--- config.mk ---
export PLATFORM = sky130hd
export DESIGN_NAME = deadtime_guard
export DESIGN_NICKNAME = d
export VERILOG_FILES = /design/src/rtl/dtg_pkg.sv /design/src/rtl/dtg_tick.sv /design/src/rtl/dtg_phase.sv /design/src/rtl/dtg_cutoff.sv /design/src/rtl/deadtime_guard.sv
export SDC_FILE = /design/constraint.sdc
export NUM_CORES = 1
export LEC_CHECK = 0
export BUFFER_PORTS_ARGS = -buffer_cell sky130_fd_sc_hd__buf_2
export CAP_MARGIN = 20
export CORE_MARGIN = 2
export CORE_UTILIZATION = 50
export DETAILED_ROUTE_END_ITERATION = 8
export PLACE_DENSITY = 0.86
export SYNTH_ARGS = -nofsm -noshare
export SYNTH_HDL_FRONTEND = slang
export SYNTH_SLANG_ARGS = --single-unit
export TNS_END_PERCENT = 30
--- constraint.sdc ---
create_clock -name clk -period 2.2 [get_ports clk]
set_input_delay 0.22 -clock clk [delete_from_list [all_inputs] [get_ports clk]]
set_output_delay 0.22 -clock clk [all_outputs]
set_load 0.1 [all_outputs]
--- src/rtl/dtg_pkg.sv ---
`timescale 1ns/1ps
package dtg_pkg;

  typedef enum logic [1:0] {
    TICK_EVERY  = 2'd0,
    TICK_HALF   = 2'd1,
    TICK_QUART  = 2'd2,
    TICK_CASC   = 2'd3
  } tick_sel_e;

  // pin level from logical activity and polarity select
  function automatic logic pin_level(input logic active, input logic act_low);
    return active ^ act_low;
  endfunction

  // next value of a dead-time down counter
  function automatic logic [15:0] count_step(input logic [15:0] cur, input logic tick);
    return (tick && cur != 16'd0) ? cur - 16'd1 : cur;
  endfunction

endpackage

--- src/rtl/dtg_tick.sv ---
`timescale 1ns/1ps
module dtg_tick #(
  parameter int PRE_W = 2
) (
  input  logic       clk,
  input  logic       rst_n,
  input  logic [1:0] sel,
  output logic       tick
);
  import dtg_pkg::*;

  logic [PRE_W-1:0] pre;
  logic             half_t;

  always_ff @(posedge clk or negedge rst_n) begin
    if (!rst_n) begin
      pre    <= '0;
      half_t <= 1'b0;
    end else begin
      pre <= pre + 1'b1;
      if (pre[0]) half_t <= ~half_t;
    end
  end

  always_comb begin
    unique case (tick_sel_e'(sel))
      TICK_EVERY: tick = 1'b1;
      TICK_HALF:  tick = pre[0];
      TICK_QUART: tick = &pre[1:0];
      default:    tick = pre[0] & half_t;
    endcase
  end
endmodule

--- src/rtl/dtg_phase.sv ---
`timescale 1ns/1ps
module dtg_phase #(
  parameter int CNT_W = 8
) (
  input  logic             clk,
  input  logic             rst_n,
  input  logic             pos_req,
  input  logic             neg_req,
  input  logic [CNT_W-1:0] reload,
  input  logic             bypass,
  input  logic             tick,
  input  logic             interlock,
  output logic             pos_drv,
  output logic             neg_drv,
  output logic             both_raw,
  output logic             req_change
);
  import dtg_pkg::*;

  logic             pq, nq;
  logic [CNT_W-1:0] cnt;
  logic [15:0]      cnt_wide;
  logic             settled, pos_l, neg_l, block;

  assign req_change = (pos_req != pq) || (neg_req != nq);
  assign cnt_wide   = 16'(cnt);

  always_ff @(posedge clk or negedge rst_n) begin
    if (!rst_n) begin
      pq  <= 1'b0;
      nq  <= 1'b0;
      cnt <= '0;
    end else begin
      pq <= pos_req;
      nq <= neg_req;
      if (bypass)          cnt <= '0;
      else if (req_change) cnt <= reload;
      else                 cnt <= CNT_W'(count_step(cnt_wide, tick));
    end
  end

  assign settled  = bypass || (cnt == '0);
  assign pos_l    = pq & settled;
  assign neg_l    = nq & settled;
  assign both_raw = pos_l & neg_l;
  assign block    = interlock & both_raw;
  assign pos_drv  = pos_l & ~block;
  assign neg_drv  = neg_l & ~block;
endmodule

--- src/rtl/dtg_cutoff.sv ---
`timescale 1ns/1ps
module dtg_cutoff #(
  parameter int SYNC_N = 2
) (
  input  logic clk,
  input  logic rst_n,
  input  logic cutoff_n,
  input  logic cutoff_en,
  input  logic clr,
  output logic oe,
  output logic cut_flag
);
  logic [SYNC_N-1:0] sync;

  always_ff @(posedge clk or negedge rst_n) begin
    if (!rst_n) begin
      sync     <= '1;
      cut_flag <= 1'b0;
    end else begin
      sync     <= {sync[SYNC_N-2:0], cutoff_n};
      cut_flag <= (cut_flag & ~clr) | (cutoff_en & ~sync[SYNC_N-1]);
    end
  end

  // no clock in the release path of the pins
  assign oe = ~(cutoff_en & ~cutoff_n);
endmodule

--- src/rtl/deadtime_guard.sv ---
`timescale 1ns/1ps
module deadtime_guard #(
  parameter int PHASES = 3,
  parameter int CNT_W  = 8,
  parameter int PRE_W  = 2
) (
  input  logic              clk,
  input  logic              rst_n,
  input  logic [PHASES-1:0] pos_req,
  input  logic [PHASES-1:0] neg_req,
  input  logic [CNT_W-1:0]  dt_reload,
  input  logic              dt_bypass,
  input  logic [1:0]        tick_sel,
  input  logic              pos_act_low,
  input  logic              neg_act_low,
  input  logic              interlock_en,
  input  logic              cutoff_n,
  input  logic              cutoff_en,
  input  logic              clr_conc,
  input  logic              clr_cut,
  output logic [PHASES-1:0] out_pos,
  output logic [PHASES-1:0] out_neg,
  output logic [PHASES-1:0] oe_pos,
  output logic [PHASES-1:0] oe_neg,
  output logic              conc_flag,
  output logic              cut_flag
);
  import dtg_pkg::*;

  logic              tick;
  logic              oe_all;
  logic [PHASES-1:0] pos_drv, neg_drv, both_raw, req_change;

  dtg_tick #(.PRE_W(PRE_W)) u_tick (
    .clk(clk), .rst_n(rst_n), .sel(tick_sel), .tick(tick)
  );

  for (genvar g = 0; g < PHASES; g++) begin : g_ph
    dtg_phase #(.CNT_W(CNT_W)) u_ph (
      .clk(clk), .rst_n(rst_n),
      .pos_req(pos_req[g]), .neg_req(neg_req[g]),
      .reload(dt_reload), .bypass(dt_bypass), .tick(tick),
      .interlock(interlock_en),
      .pos_drv(pos_drv[g]), .neg_drv(neg_drv[g]),
      .both_raw(both_raw[g]), .req_change(req_change[g])
    );
    assign out_pos[g] = pin_level(pos_drv[g], pos_act_low);
    assign out_neg[g] = pin_level(neg_drv[g], neg_act_low);
    assign oe_pos[g]  = oe_all;
    assign oe_neg[g]  = oe_all;
  end

  always_ff @(posedge clk or negedge rst_n) begin
    if (!rst_n) conc_flag <= 1'b0;
    else        conc_flag <= (conc_flag & ~clr_conc) | (|both_raw);
  end

  dtg_cutoff #(.SYNC_N(2)) u_cut (
    .clk(clk), .rst_n(rst_n), .cutoff_n(cutoff_n), .cutoff_en(cutoff_en),
    .clr(clr_cut), .oe(oe_all), .cut_flag(cut_flag)
  );
endmodule

[Word level (Yosys, flattened, before mapping)]
Cells that the tools add are included.
Widths: inputs -> output; s select.
Storage, ports and cells
  logic and storage cells: 97
  output and inout port bits: 14
  bits in registers: 37
  input port bits: 26
Cells by class
  add/sub/neg operators: 4
  reductions and logical operators: 21
  bitwise logic cells: 40
  mux-type cells: 10
  eq/ne operators: 8
Operator list (count)
  $mux 8: 9
  $reduce_bool 16->1: 3
  $logic_not 8->1: 3
  $sub 8x1->8 const B: 3
  $and 1x1->1: 23
  $not 1->1: 9
  $reduce_bool 3->1: 3
  $logic_or 1x1->1: 6
  $ne 1x1->1: 6
  $xor 1x1->1: 6
  $logic_and 1x1->1: 3
  $pmux 1 s3: 1
  $reduce_or 3->1: 1
  $add 2x1->2 const B: 1
  $eq 2x1->1 const B: 1
  $eq 2x2->1 const B: 1
  $logic_not 2->1: 1
  $or 1x1->1: 2
  $reduce_and 2->1: 1

[Depth between registers and ports, before layout]
  depth after elaboration: 8
  gate-level depth with buffers: 7
  gate-level depth less buffers: 6

[Modules after synthesis]
A second synthesis with hierarchy kept.
Second synthesis, totals
  cells, all modules: 240
  area total of the unflattened synthesis: 2302.2 µm²
By module, submodules not included
  dtg_phase: cells an instance 69, area each 644.4 µm², sequential area each 250.2 µm², instances 3
  deadtime_guard: cells an instance 16, area each 136.4 µm², sequential area each 25.0 µm², instances 1
  dtg_tick: cells an instance 10, area each 128.9 µm², sequential area each 75.1 µm², instances 1
  dtg_cutoff: cells an instance 7, area each 103.8 µm², sequential area each 77.6 µm², instances 1

[Worst setup path before layout]
Ideal clock, no wire load.
  path kind: flip-flop to output port
  start point: reg g_ph[0].u_ph.cnt[0]
  end point: out out_neg[0]
  arrival: 3.236 ns
  buffers on the path: 1
  setup slack: -1.256 ns
  cell stages (with the launch flop): 8
  data required time: 1.980 ns
  cells stage by stage: dfrtp_1 > inv_1 > ha_1 > or3b_2 > nor2_1 > clkbuf_1 > o211ai_1 > xnor2_1
On the way
  longest elaborated chain between the ends: 8
  elaborated cells between the ends (all ways): 9
  those cells by class: 7 x bitwise; 2 x reduce/logical
Ends and longest elaborated chain
  start, declared: line dtg_phase.sv:21  | logic [CNT_W-1:0] cnt;
  start signal, assigned: line dtg_phase.sv:37  | else if (req_change) cnt <= reload;
  start signal, assigned: line dtg_phase.sv:38  | else cnt <= CNT_W'(count_step(cnt_wide, tick));
  $logic_not 8->1 (*): line dtg_phase.sv:42  | assign settled = bypass || (cnt == '0);
  $logic_or 1x1->1 (*): line dtg_phase.sv:42
  $and 1x1->1, on equally long branches: line dtg_phase.sv:43, dtg_phase.sv:44
  $and 1x1->1: line dtg_phase.sv:45  | assign both_raw = pos_l & neg_l;
  $and 1x1->1: line dtg_phase.sv:46  | assign block = interlock & both_raw;
  $not 1->1: line dtg_phase.sv:48  | assign neg_drv = neg_l & ~block;
  $and 1x1->1 (*): line dtg_phase.sv:48
  $xor 1x1->1 (*): line dtg_pkg.sv:13  | return active ^ act_low;
  end, declared: line deadtime_guard.sv:22  | output logic [PHASES-1:0] out_neg,
Mark *: on every way between the ends. The rest lies on a longest branch, timed or not.

[Final worst setup path]
  start point: reg g_ph[1].u_ph.cnt[4]
  end point: out out_pos[1]
On the way
  longest elaborated chain between the ends: 8
  elaborated cells between the ends (all ways): 9
  those cells by class: 7 x bitwise; 2 x reduce/logical
Ends and longest elaborated chain
  start, declared: line dtg_phase.sv:21
  start signal, assigned: line dtg_phase.sv:37
  start signal, assigned: line dtg_phase.sv:38
  $logic_not 8->1 (*): line dtg_phase.sv:42
  $logic_or 1x1->1 (*): line dtg_phase.sv:42
  $and 1x1->1, on equally long branches: line dtg_phase.sv:43, dtg_phase.sv:44
  $and 1x1->1: line dtg_phase.sv:45
  $and 1x1->1: line dtg_phase.sv:46
  $not 1->1: line dtg_phase.sv:47  | assign pos_drv = pos_l & ~block;
  $and 1x1->1 (*): line dtg_phase.sv:47
  $xor 1x1->1 (*): line dtg_pkg.sv:13
  end, declared: line deadtime_guard.sv:21  | output logic [PHASES-1:0] out_pos,
Marked as above.

==> results.sh <==
export IMPL_wl_um=5810
export IMPL_grt_usage_pct=23.5
export IMPL_finalSetupViolCount=7
export IMPL_nets=325
export IMPL_power_density_nw_per_um2=711
export IMPL_coreArea_sq_um=4410
export IMPL_antenna_found_initial=0
export IMPL_dieArea_sq_um=5180
export IMPL_drtIter0Drc=145
export IMPL_clk_path_buf_depth=2
export IMPL_wl_per_cell_um=16.8
export IMPL_end_kind="output port"
export IMPL_avgSynthCellArea_sq_um=9.31
export IMPL_ys_warn_count=0
export IMPL_critPathKind="flip-flop to output port"
export IMPL_syn_cell_area_sq_um=2310
export IMPL_hold_class="primary input to async pin"
export IMPL_drc=0
export IMPL_clock_fmax_ghz=0.414
export IMPL_required_ps=1980
export IMPL_n_fill_cell=329
export IMPL_die_w_um=71.9
export IMPL_dieHeight_um=71.9
export IMPL_ir_drop_v=0.000426
export IMPL_cts_tree="built"
export IMPL_grt_overflow_total=0
export IMPL_synth_area_top_cells="dfrtp_1, a311oi_1, nor2_1"
export IMPL_clkSinkCount=37
export IMPL_cp_start_kind="flip-flop"
export IMPL_cp_max_fo=4
export IMPL_drv_cap=0
export IMPL_post_route_period_util_pct=110
export IMPL_clkSlewWorstSetupHoldPaths_ps=80
export IMPL_synth_seq_area_share_pct=40.2
export IMPL_area_growth_pct=27.3
export IMPL_firstDrtPassIters=5
export IMPL_root_buffer="clkbuf_8"
export IMPL_postPlaceCellArea_sq_um=2780
export IMPL_cts_hold_fix_buffers=0
export IMPL_synth_top_cell_area_share_pct=37.9
export IMPL_outcome="complete, but fails checks"
export IMPL_initial_core_util_pct=52.3
export IMPL_grt_pass1_vias=2016
export IMPL_violations="negative setup slack"
export IMPL_syn_inst=248
export IMPL_ys_seq_elements=37
export IMPL_io_pins=40
export IMPL_synth_top_area_cell="dfrtp_1"
export IMPL_r2r_cells=4
export IMPL_vias_per_cell=6.25
export IMPL_numCtsBuffers=5
export IMPL_finalHoldViolCount=0
export IMPL_slew_violations=0
export IMPL_maxSlewHeadroom_pct=44.6
export IMPL_stdcell_area_sq_um=2940
export IMPL_num_rows=24
export IMPL_gp_congestion=0.888
export IMPL_dp_hpwl_um=4120
export IMPL_rsz0062_at_grt="yes"
export IMPL_drtAntennaViolNets=0
export IMPL_p_leak_nw=1.25
export IMPL_vias=2157
export IMPL_synth_nets=281
export IMPL_tightest_slew_ps=832
export IMPL_setup_slack_ps=-213
export IMPL_insertion_delay_ps=300
export IMPL_final_setup_skew_ps=11.3
export IMPL_grt_max_degree=38
export IMPL_port_buffers=39
export IMPL_antenna_cells_inserted=0
export IMPL_p_total_w=0.00209
export IMPL_drive_above_1_share_pct=30.0
export IMPL_worst_ep_arrival_time_ps=2190
export IMPL_fin_util_pct=66.6
export IMPL_htree_num_levels=2
export IMPL_grt_pass1_wl_um=9500
export IMPL_synth_cell_types=39
export IMPL_fin_crit_ps=2410
[final timing paths]
path,from,endpoint,slack (ps)
worst max-delay path,g_ph[1].u_ph.cnt[4],out_pos[1],-210
worst min-delay path,rst_n,g_ph[2].u_ph.nq,9
worst max register to register,g_ph[0].u_ph.cnt[4],g_ph[0].u_ph.cnt[7],-10
worst min register to register,u_cut.sync[0],u_cut.sync[1],360
max in group asynchronous,rst_n,g_ph[1].u_ph.cnt[2],1620
min in group clk,cutoff_n,u_cut.sync[0],30
[stage by stage]
stage | TNS [ps] | worst slack (ps) | hold slack (ps) | std cells
6_report | -839 | -213 | 8.60 | 345
5_1_grt | -1400 | -273 | 20.4 | 345
4_1_cts | -934 | -207 | 24.3 | 343
3_5_place_dp | -6.93 | -6.93 | 338 | 335
3_3_place_gp | 0 | 68.1 | 335 | 335
2_1_floorplan | -735 | -151 | -75.6 | 248
[what timing repair did]
| action | in CTS | in global routing |
|---|---|---|
| buffers inserted | 0 | 2 |
| setup endpoints to repair | 6 | 10 |
| pin swaps | 4 | 7 |
| cloned | 0 | 0 |
| resized for setup | 5 | 6 |
| hold endpoints to repair | 0 | 0 |
[Yosys cell counts, drive strengths merged]
cell,n
a21oi,1
a22o,1
a311oi,17
and3,1
buf,7
clkbuf,10
dfrtp,35
dfstp,2
dlygate4sd1,1
ha,7
inv,13
mux2i,4
nand2,13
nand2b,3
nand3,5
nand4,1
nor2,31
nor2b,1
nor3,3
nor3b,1
nor4,1
o2111ai,3
o211ai,6
o21ai,13
o22a,1
o22ai,2
o311ai,5
o31ai,13
or2,2
or3,12
or3b,3
or4,16
or4b,1
xnor2,6
xor2,7
[where the power goes]
group / internal, W / total (W) / switching (W)
sequential: 0.000739 / 0.000794 / 0.0000550
combinational: 0.000299 / 0.000785 / 0.000486
clock: 0.000256 / 0.000509 / 0.000254
[kinds of logic after synthesis]
| logic type | count (synthesis) | synth area share (%) |
|---|---|---|
| adders and majority gates | 7 | 3.79 |
| DFF | 37 | 40.2 |
| muxes | 4 | 1.73 |
| buffers and inverters | 31 | 7.15 |
| AOI/OAI and AO/OA | 62 | 20.1 |
| and+or+nand+nor | 94 | 22.1 |
| xor gates and xnor gates | 13 | 4.93 |
[registers in the layout, summed over array words and instances (netlist names)]
name	cells
conc_flag	1
u_tick.pre	2
g_ph.u_ph.cnt	24
g_ph.u_ph.pq	3
g_ph.u_ph.nq	3
u_cut.sync	2
u_cut.cut_flag	1
u_tick.half_t	1
[critical path, stage by stage, from the launching register on]
cell and delay, ps:
dfrtp_1 420, or4_4 540, buf_6 140, nor2_4 130, o211ai_1 220, xnor2_4 240
buf_12 190
[cell type report]
type	instances	area (sq um)	area share (%)
well taps	52	65.1	2.21
multi-input cells	180	1400	47.5
flip-flops and latches	37	930	31.6
inverters	13	48.8	1.66
repair buffers	55	409	13.9
clock buffers	8	90.1	3.07
[placed cells by master (no fill, tap or decap), drive strengths merged, types with 4 or more instances in the layout]
cell type / Yosys / routed
a311oi: 17 / 17
buf: 7 / 55
clkbuf: 10 / 8
dfrtp: 35 / 35
ha: 7 / 7
inv: 13 / 13
mux2i: 4 / 4
nand2: 13 / 13
nand3: 5 / 5
nor2: 31 / 31
o211ai: 6 / 6
o21ai: 13 / 13
o311ai: 5 / 5
o31ai: 13 / 13
or3: 12 / 12
or4: 16 / 16
xnor2: 6 / 6
xor2: 7 / 7
[per-layer routing]
layer | vias to the layer above | routed length [um] | track usage (%)
li1 | 1020 | - | -
met1 | 1057 | 2450 | 31.2
met2 | 73 | 2960 | 38.9
met3 | 7 | 320 | 3.89
met5 | - | 0 | 0
met4 | 0 | 85 | 9.22
(Power assumes the default switching activity.)
